`src/rtl/mvib_pkg.sv`:
```
package mvib_pkg;

    typedef enum logic [1:0] {
        ST_IDLE = 2'd0,
        ST_ASTB = 2'd1,
        ST_SHOT = 2'd2,
        ST_RTRG = 2'd3
    } mvib_state_e;

    typedef struct packed {
        logic pos;
        logic neg;
    } trig_evt_t;

    // Counter width able to hold values 0..n-1.
    function automatic int cnt_bits(input int n);
        return (n < 2) ? 1 : $clog2(n);
    endfunction

    // One-shot width from the oscillator half-period: about 56 % of 4*half.
    function automatic int shot_from_half(input int half);
        return (half * 4 * 56) / 100;
    endfunction

    function automatic int max2(input int a, input int b);
        return (a > b) ? a : b;
    endfunction

endpackage

```
`src/rtl/mvib_edge.sv`:
```
module mvib_edge
    import mvib_pkg::*;
(
    input  logic      clk,
    input  logic      rst,
    input  logic      lvl_pos,
    input  logic      lvl_neg,
    output trig_evt_t evt
);
    localparam int NCH = 2;

    logic [NCH-1:0] lvl;
    logic [NCH-1:0] prev_q;
    logic [NCH-1:0] up;
    logic [NCH-1:0] dn;

    assign lvl = {lvl_neg, lvl_pos};

    for (genvar i = 0; i < NCH; i++) begin : g_ch
        // During reset the history follows the inputs so no stale edge appears.
        always_ff @(posedge clk) begin
            prev_q[i] <= lvl[i];
        end
        assign up[i] = lvl[i] & ~prev_q[i];
        assign dn[i] = ~lvl[i] & prev_q[i];
    end

    always_comb begin
        evt.pos = up[0] & ~lvl[1];
        evt.neg = dn[1] & lvl[0];
    end

endmodule

```
`src/rtl/mvib_osc.sv`:
```
module mvib_osc
    import mvib_pkg::*;
#(
    parameter int HALF_CYC = 5
) (
    input  logic clk,
    input  logic rst,
    input  logic clear,
    input  logic restart,
    output logic tap,
    output logic tap_rise
);
    localparam int CW = cnt_bits(HALF_CYC);
    localparam logic [CW-1:0] LAST = CW'(HALF_CYC - 1);

    logic [CW-1:0] cnt_q;
    logic          tap_q;

    always_ff @(posedge clk) begin
        if (rst || clear || restart) begin
            cnt_q <= '0;
            tap_q <= 1'b0;
        end else if (cnt_q == LAST) begin
            cnt_q <= '0;
            tap_q <= ~tap_q;
        end else begin
            cnt_q <= cnt_q + CW'(1);
        end
    end

    assign tap      = tap_q;
    assign tap_rise = (cnt_q == LAST) && !tap_q;

    // the tap only moves at the end of a half-period
    assert_tap_steady_R3: assert property (@(posedge clk) disable iff (rst)
        (!clear && !restart && cnt_q != LAST) |=> $stable(tap_q));

    // a cleared oscillator reads low
    assert_tap_cleared_R3: assert property (@(posedge clk) disable iff (rst)
        clear |=> !tap_q);

endmodule

```
`src/rtl/mvib_span.sv`:
```
module mvib_span
    import mvib_pkg::*;
#(
    parameter int SW = 4
) (
    input  logic          clk,
    input  logic          rst,
    input  logic          load,
    input  logic [SW-1:0] limit,
    output logic          done
);
    logic [SW-1:0] cnt_q;

    assign done = (cnt_q >= (limit - SW'(1)));

    always_ff @(posedge clk) begin
        if (rst || load || done) begin
            cnt_q <= '0;
        end else begin
            cnt_q <= cnt_q + SW'(1);
        end
    end

endmodule

```
`src/rtl/mvib_top.sv`:
```
module mvib_top
    import mvib_pkg::*;
#(
    parameter int HALF_CYC  = 5,
    parameter int PULSE_CYC = shot_from_half(HALF_CYC)
) (
    input  logic clk,
    input  logic rst,
    input  logic gate_hi,
    input  logic gate_lo_n,
    input  logic trig_rise,
    input  logic trig_fall,
    input  logic retrig_en,
    input  logic mreset,
    output logic pulse_q,
    output logic pulse_qn,
    output logic osc_tap
);
    localparam int SPAN_MAX = max2(PULSE_CYC, 2 * HALF_CYC);
    localparam int SW       = cnt_bits(SPAN_MAX + 1);
    localparam logic [SW-1:0] LIM_SHOT = SW'(PULSE_CYC);
    localparam logic [SW-1:0] LIM_HALF = SW'(2 * HALF_CYC);

    mvib_state_e st_q, st_d;
    logic        q_q, q_d, qn_q;
    logic        first_q, first_d;
    logic        rcnt_q, rcnt_d;

    trig_evt_t   evt;
    logic        astb_en, fire, re_edge;
    logic        span_load, span_done;
    logic [SW-1:0] span_limit;
    logic        osc_restart, osc_clear, tap, tap_rise;

    assign astb_en = gate_hi | ~gate_lo_n;
    assign fire    = evt.pos | evt.neg;
    assign re_edge = evt.pos & retrig_en;

    mvib_edge u_edge (
        .clk     (clk),
        .rst     (rst),
        .lvl_pos (trig_rise),
        .lvl_neg (trig_fall),
        .evt     (evt)
    );

    assign span_limit = (st_q == ST_ASTB && !first_q) ? LIM_HALF : LIM_SHOT;

    mvib_span #(.SW(SW)) u_span (
        .clk   (clk),
        .rst   (rst),
        .load  (span_load),
        .limit (span_limit),
        .done  (span_done)
    );

    mvib_osc #(.HALF_CYC(HALF_CYC)) u_osc (
        .clk      (clk),
        .rst      (rst),
        .clear    (osc_clear),
        .restart  (osc_restart),
        .tap      (tap),
        .tap_rise (tap_rise)
    );

    always_comb begin
        st_d        = st_q;
        q_d         = q_q;
        first_d     = first_q;
        rcnt_d      = rcnt_q;
        span_load   = 1'b0;
        osc_restart = 1'b0;
        if (mreset) begin
            st_d = ST_IDLE;
            q_d  = 1'b0;
        end else if (astb_en) begin
            if (st_q != ST_ASTB) begin
                st_d        = ST_ASTB;
                q_d         = 1'b1;
                first_d     = 1'b1;
                span_load   = 1'b1;
                osc_restart = 1'b1;
            end else if (span_done) begin
                q_d     = ~q_q;
                first_d = 1'b0;
            end
        end else begin
            case (st_q)
                ST_ASTB: begin
                    st_d = ST_IDLE;
                    q_d  = 1'b0;
                end
                ST_IDLE: begin
                    if (fire) begin
                        q_d         = 1'b1;
                        osc_restart = 1'b1;
                        span_load   = 1'b1;
                        rcnt_d      = 1'b0;
                        st_d        = re_edge ? ST_RTRG : ST_SHOT;
                    end
                end
                ST_SHOT: begin
                    if (re_edge) begin
                        st_d        = ST_RTRG;
                        osc_restart = 1'b1;
                        rcnt_d      = 1'b0;
                    end else if (span_done) begin
                        st_d = ST_IDLE;
                        q_d  = 1'b0;
                    end
                end
                ST_RTRG: begin
                    if (re_edge) begin
                        osc_restart = 1'b1;
                        rcnt_d      = 1'b0;
                    end else if (tap_rise && !trig_rise) begin
                        if (rcnt_q) begin
                            st_d = ST_IDLE;
                            q_d  = 1'b0;
                        end else begin
                            rcnt_d = 1'b1;
                        end
                    end
                end
                default: begin
                    st_d = ST_IDLE;
                    q_d  = 1'b0;
                end
            endcase
        end
    end

    assign osc_clear = (st_d == ST_IDLE);

    always_ff @(posedge clk) begin
        if (rst) begin
            st_q    <= ST_IDLE;
            q_q     <= 1'b0;
            qn_q    <= 1'b1;
            first_q <= 1'b0;
            rcnt_q  <= 1'b0;
        end else begin
            st_q    <= st_d;
            q_q     <= q_d;
            qn_q    <= ~q_d;
            first_q <= first_d;
            rcnt_q  <= rcnt_d;
        end
    end

    assign pulse_q  = q_q;
    assign pulse_qn = qn_q;
    assign osc_tap  = tap;

    // the two output flops never agree
    assert_qn_inverse_R4: assert property (@(posedge clk) disable iff (rst)
        pulse_qn == ~pulse_q);

    // master reset silences the output on the next cycle
    assert_mreset_off_R8: assert property (@(posedge clk) disable iff (rst)
        mreset |=> (!pulse_q && !osc_tap));

    // dropping the gate stops the wave
    assert_gate_stop_R1: assert property (@(posedge clk) disable iff (rst)
        (st_q == ST_ASTB && !astb_en) |=> (!pulse_q && !osc_tap));

    // a plain one-shot holds until its width elapses
    assert_shot_hold_R6: assert property (@(posedge clk) disable iff (rst)
        (st_q == ST_SHOT && !span_done && !mreset && !astb_en) |=> pulse_q);

    // a retriggered pulse holds while the trigger is high
    assert_retrig_hold_R7: assert property (@(posedge clk) disable iff (rst)
        (st_q == ST_RTRG && trig_rise && !mreset && !astb_en) |=> pulse_q);

endmodule

```
`config.mk`:
```
export PLATFORM = sky130hd
export DESIGN_NAME = mvib_top
export DESIGN_NICKNAME = d
export VERILOG_FILES = /design/src/rtl/mvib_pkg.sv /design/src/rtl/mvib_edge.sv /design/src/rtl/mvib_osc.sv /design/src/rtl/mvib_span.sv /design/src/rtl/mvib_top.sv
export SDC_FILE = /design/constraint.sdc
export NUM_CORES = 1
export LEC_CHECK = 0
export BUFFER_PORTS_ARGS = -buffer_cell sky130_fd_sc_hd__buf_2
export CAP_MARGIN = 20
export CELL_PAD_IN_SITES_DETAIL_PLACEMENT = 0
export CELL_PAD_IN_SITES_GLOBAL_PLACEMENT = 1
export CORE_UTILIZATION = 30
export CTS_BUF_LIST = sky130_fd_sc_hd__clkbuf_4
export DETAILED_ROUTE_END_ITERATION = 8
export HOLD_SLACK_MARGIN = 0.08
export PLACE_DENSITY_LB_ADDON = 0.1
export REMOVE_ABC_BUFFERS = 1
export SLEW_MARGIN = 10
export SYNTH_ARGS = -nofsm -noshare
export SYNTH_HDL_FRONTEND = slang
export SYNTH_SLANG_ARGS = --single-unit
```
`constraint.sdc`:
```
create_clock -name clk -period 2.89 [get_ports clk]
set_input_delay 0.1445 -clock clk [delete_from_list [all_inputs] [get_ports clk]]
set_output_delay 0.1445 -clock clk [all_outputs]
set_load 0.05 [all_outputs]
```
==> flow_summary.html <==
<table>
<tr><th>Metric</th><th>Value</th></tr>
<tr><th colspan="2">Setup path</th></tr>
<tr><td>Startpoint class of the critical path</td><td>register</td></tr>
<tr><td>R2R Setup Slk</td><td>400 ps</td></tr>
<tr><td>CP cell instances</td><td>nand2b_1, nor2_1, ha_1, nor2b_1, o21ai_0, inv_1, ha_1, o21bai_1, nand2_1, or2_1</td></tr>
<tr><td>Worst R2R End</td><td>pulse_qn</td></tr>
<tr><td>Crit path DAT</td><td>2670 ps</td></tr>
<tr><td>Max stage delay on crit path</td><td>roughly 550 ps</td></tr>
<tr><td>Worst Path Required</td><td>3070 ps</td></tr>
<tr><td>Critical path endpoint category</td><td>register</td></tr>
<tr><td>Category of cells accounting for the largest share of critical-path delay</td><td>simple AND/OR/NAND/NOR gates</td></tr>
<tr><td>CP max stage cell</td><td>dfxtp_1</td></tr>
<tr><td>Cell type with the highest occurrence count on the critical path</td><td>ha_1</td></tr>
<tr><td>Maximum net fanout on the critical path</td><td>12</td></tr>
<tr><td>Number of cells on the worst reg-to-reg path</td><td>10</td></tr>
<tr><td>Total buffers and inverters traversed by the critical path</td><td>1</td></tr>
<tr><td>FF-to-FF Start</td><td>st_q[1]</td></tr>
<tr><td>Worst setup path category</td><td>register to register</td></tr>
<tr><th colspan="2">Synthesis</th></tr>
<tr><td>Yosys Warn Count</td><td>0</td></tr>
<tr><td>Mean cell area of the mapped netlist</td><td>between 8 and 9 um2</td></tr>
<tr><td>Most used DFF post-synth</td><td>dfxtp_1</td></tr>
<tr><td>Count of different cell masters after synthesis</td><td>32</td></tr>
<tr><td>Sequential area share after synthesis</td><td>0.358</td></tr>
<tr><td>Most frequent cell after synthesis</td><td>nor2_1</td></tr>
<tr><td>Yosys top cell by area</td><td>dfxtp_1</td></tr>
<tr><td>Async SR Flop Fraction</td><td>0</td></tr>
<tr><td>Share of Yosys cell area claimed by the top area cell type</td><td>0.358</td></tr>
<tr><td>Number of synthesized flops with an enable pin</td><td>0</td></tr>
<tr><td>Top post-synthesis cells by area</td><td>dfxtp_1, ha_1, nor2_1</td></tr>
<tr><td>Synth cell count leaders</td><td>nor2_1, dfxtp_1, nand2_1, ha_1, o21ai_0</td></tr>
<tr><td>Gate Count Post-Synth</td><td>105</td></tr>
<tr><td>Netlist area before placement</td><td>roughly 900 um2</td></tr>
<tr><td>Number of flip-flops and latches in the synthesized netlist</td><td>16</td></tr>
<tr><th colspan="2">Clock network</th></tr>
<tr><td>Number of buffers added by the clock tree synthesis step</td><td>3</td></tr>
<tr><td>Clock transition at the registers of the reported paths</td><td>around 90 ps</td></tr>
<tr><td>Cell at the root of the clock tree</td><td>clkbuf_4</td></tr>
<tr><td>Post-cts repair resize count</td><td>0</td></tr>
<tr><td>H-tree lvl count</td><td>1</td></tr>
<tr><td>Clock tree from TritonCTS</td><td>built</td></tr>
<tr><td>Bufs on Longest Clock Path</td><td>2</td></tr>
<tr><td>Skew-Pair Late Insertion Delay</td><td>290 ps</td></tr>
<tr><td>Clock net sink count</td><td>16</td></tr>
<tr><th colspan="2">Floorplanning</th></tr>
<tr><td>Starting density of the core</td><td>0.322</td></tr>
<tr><td>IO Count</td><td>11</td></tr>
<tr><td>Floorplan row count</td><td>19</td></tr>
<tr><td>Die Y</td><td>between 50 and 60 um</td></tr>
<tr><td>Full die area</td><td>between 3000 and 4000 um2</td></tr>
<tr><td>Core area</td><td>~2800 um2</td></tr>
<tr><td>Chip width</td><td>56.6 um</td></tr>
<tr><th colspan="2">Timing</th></tr>
<tr><td>Final hold violation count</td><td>0</td></tr>
<tr><td>Layout Skew</td><td>around 6.7 ps</td></tr>
<tr><td>Finish-stage setup viols</td><td>0</td></tr>
<tr><td>Slew at the pin with the worst max-slew slack</td><td>between 600 and 700 ps</td></tr>
<tr><td>Max Clock Freq</td><td>0.402 GHz</td></tr>
<tr><td>Worst-case hold slack</td><td>~240 ps</td></tr>
<tr><td>Shortest clock period the worst path allows after layout</td><td>~2500 ps</td></tr>
<tr><td>Period Utilization, post-route</td><td>0.860</td></tr>
<tr><td>Setup Total Neg Slack</td><td>0 ps</td></tr>
<tr><td>Final-report max-slew violation count</td><td>0</td></tr>
<tr><td>Normalized max-slew margin</td><td>0.562</td></tr>
<tr><td>RSZ-0062 raised after global routing</td><td>no</td></tr>
<tr><th colspan="2">Cells and area</th></tr>
<tr><td>Fraction of final layout cells with drive strength greater than 1</td><td>0.153</td></tr>
<tr><td>Layout net count</td><td>~130</td></tr>
<tr><td>Fillcell total</td><td>approximately 300</td></tr>
<tr><td>Post-Layout Inst Area</td><td>1000 um2</td></tr>
<tr><td>Area used by multi-input combinational logic</td><td>approximately 520 um2</td></tr>
<tr><td>Post-layout instance count excluding filler cells</td><td>around 150</td></tr>
<tr><td>Area growth from synthesis to layout</td><td>11.7%</td></tr>
<tr><td>FF/Latch Area</td><td>~320 um2</td></tr>
<tr><td>Total inserted antenna cells</td><td>0</td></tr>
<tr><th colspan="2">Routing</th></tr>
<tr><td>Post-detailed-route DRC marker count</td><td>0</td></tr>
<tr><td>Number of optimization iterations in the first detailed-route pass</td><td>4</td></tr>
<tr><td>Total routed wirelength</td><td>1.80 mm</td></tr>
<tr><td>Vias per Instance</td><td>4.95</td></tr>
<tr><td>Routed vias</td><td>between 700 and 800</td></tr>
<tr><td>Average wire per cell in the routed design</td><td>between 10 and 15 um</td></tr>
<tr><td>Remaining antenna violation count</td><td>0</td></tr>
<tr><td>DRT iter0 DRCs</td><td>9</td></tr>
<tr><th colspan="2">GRT</th></tr>
<tr><td>Global-route wire length before repair</td><td>3.02 mm</td></tr>
<tr><td>GRT Util Overall</td><td>0.122</td></tr>
<tr><td>Vias in the first global route</td><td>around 680</td></tr>
<tr><td>Pin count of the biggest net entering global routing</td><td>13</td></tr>
<tr><td>Antenna violations before repair</td><td>0</td></tr>
<tr><td>Total grt overflow</td><td>0</td></tr>
<tr><th colspan="2">Place</th></tr>
<tr><td>Port bufs</td><td>10</td></tr>
<tr><td>Placed Cells incl. Taps</td><td>143</td></tr>
<tr><td>Placer's final routability congestion estimate</td><td>between 0.7 and 0.8</td></tr>
<tr><td>DPL Wire Length</td><td>1.32 mm</td></tr>
<tr><td>Cell area reported after detailed placement</td><td>about 950 um2</td></tr>
<tr><th colspan="2">Outcome</th></tr>
<tr><td>Run status</td><td>complete, no violations</td></tr>
<tr><th colspan="2">Worst hold path</th></tr>
<tr><td>Hold Crit Endpoint</td><td>st_q[1]</td></tr>
<tr><td>Hold Crit Depth</td><td>4</td></tr>
<tr><td>Min-Delay Path Class</td><td>primary input to register</td></tr>
<tr><td>Startpoint of the lowest-slack hold path</td><td>mreset</td></tr>
<tr><th colspan="2">Power</th></tr>
<tr><td>Power density normalized to cell area</td><td>421 nW/um2</td></tr>
<tr><td>Static Leakage</td><td>between 0.3 and 0.4 nW</td></tr>
<tr><td>IR drop worst, VDD</td><td>about 0.23 mV</td></tr>
<tr><th colspan="2">Run</th></tr>
<tr><td>Number of maximum-capacitance constraint violations</td><td>0</td></tr>
</table>
==> what timing repair did <==
item | CTS | global route
hold buffers | 3 | 0
hold endpoints to repair | 4 | 0
buffers inserted | 0 | 0
==> power breakdown <==
part           total, mW  internal [mW]  leakage [nW]  switching, mW
sequential         0.237          0.229         0.131        0.00753
clock              0.123         0.0484        0.0138         0.0750
combinational     0.0615         0.0260         0.254         0.0355
total              0.422          0.304         0.399          0.118
==> metal layers <==
layer	wire length, um	GRT usage	vias up
li1	-	-	383
met1	925	0.164	346
met2	819	0.187	6
met3	40	0.0207	2
met4	19	0.0627	0
met5	0	0	-
==> cell families after synthesis <==
group	synth area share
AOI/OAI and AO/OA	0.131
xor gates and xnor gates	0.0293
adders and majority gates	0.0838
buffers and inverters	0.0614
DFF	0.358
muxes	0.0223
and+or+nand+nor	0.314
==> cell type report <==
type / count / share of cell area
Multi-Input combinational cell: 81 / 0.520
Tap cell: 31 / 0.0388
Clock buffer: 3 / 0.0225
Sequential cell: 16 / 0.320
Timing Repair Buffer: 13 / 0.0800
Inverter: 5 / 0.0188
==> layout by cell type (no fill, tap or decap), types with 2 or more instances in the layout <==
| master | n |
|---|---|
| clkbuf_4 | 3 |
| a211oi_1 | 2 |
| o21ai_0 | 6 |
| nand2b_1 | 3 |
| nor2b_1 | 3 |
| inv_1 | 5 |
| a22oi_1 | 3 |
| nor3b_1 | 2 |
| dfxtp_1 | 16 |
| buf_2 | 10 |
| xnor2_1 | 2 |
| nor2_1 | 20 |
| nand2_1 | 11 |
| ha_1 | 6 |
| dlygate4sd3_1 | 3 |
| nand3_1 | 5 |
| mux2i_1 | 2 |
==> state kept, by name (all words and copies together) (netlist names), 2 cells and up <==
signal         flops
u_osc.cnt_q        3
u_span.cnt_q       4
st_q               2
u_edge.prev_q      2
==> worst max path at each step <==
stage,startpoint,end,depth (start not counted)
floorplan,st_q[1],pulse_qn,11
CTS,st_q[1],pulse_qn,10
detailed placement,st_q[1],pulse_qn,10
global placement,st_q[1],pulse_qn,10
global route,st_q[1],pulse_qn,10
finish,st_q[1],pulse_qn,10
==> metrics by stage <==
stage,setup slack (ps),util,power (mW)
2_1_floorplan,713,-,0.281
3_3_place_gp,531,0.341,0.300
3_5_place_dp,470,0.341,0.301
4_1_cts,423,0.360,0.432
5_1_grt,155,0.360,0.446
6_report,405,0.360,0.422
==> worst reg2reg max path, stage by stage (launching register included) <==
cell      delay [ps]
dfxtp_1          550
nand2b_1         250
nor2_1            90
ha_1             270
nor2b_1           30
o21ai_0          410
inv_1             90
ha_1             280
o21bai_1         130
nand2_1           70
or2_1            210
(Power assumes the default switching activity.)
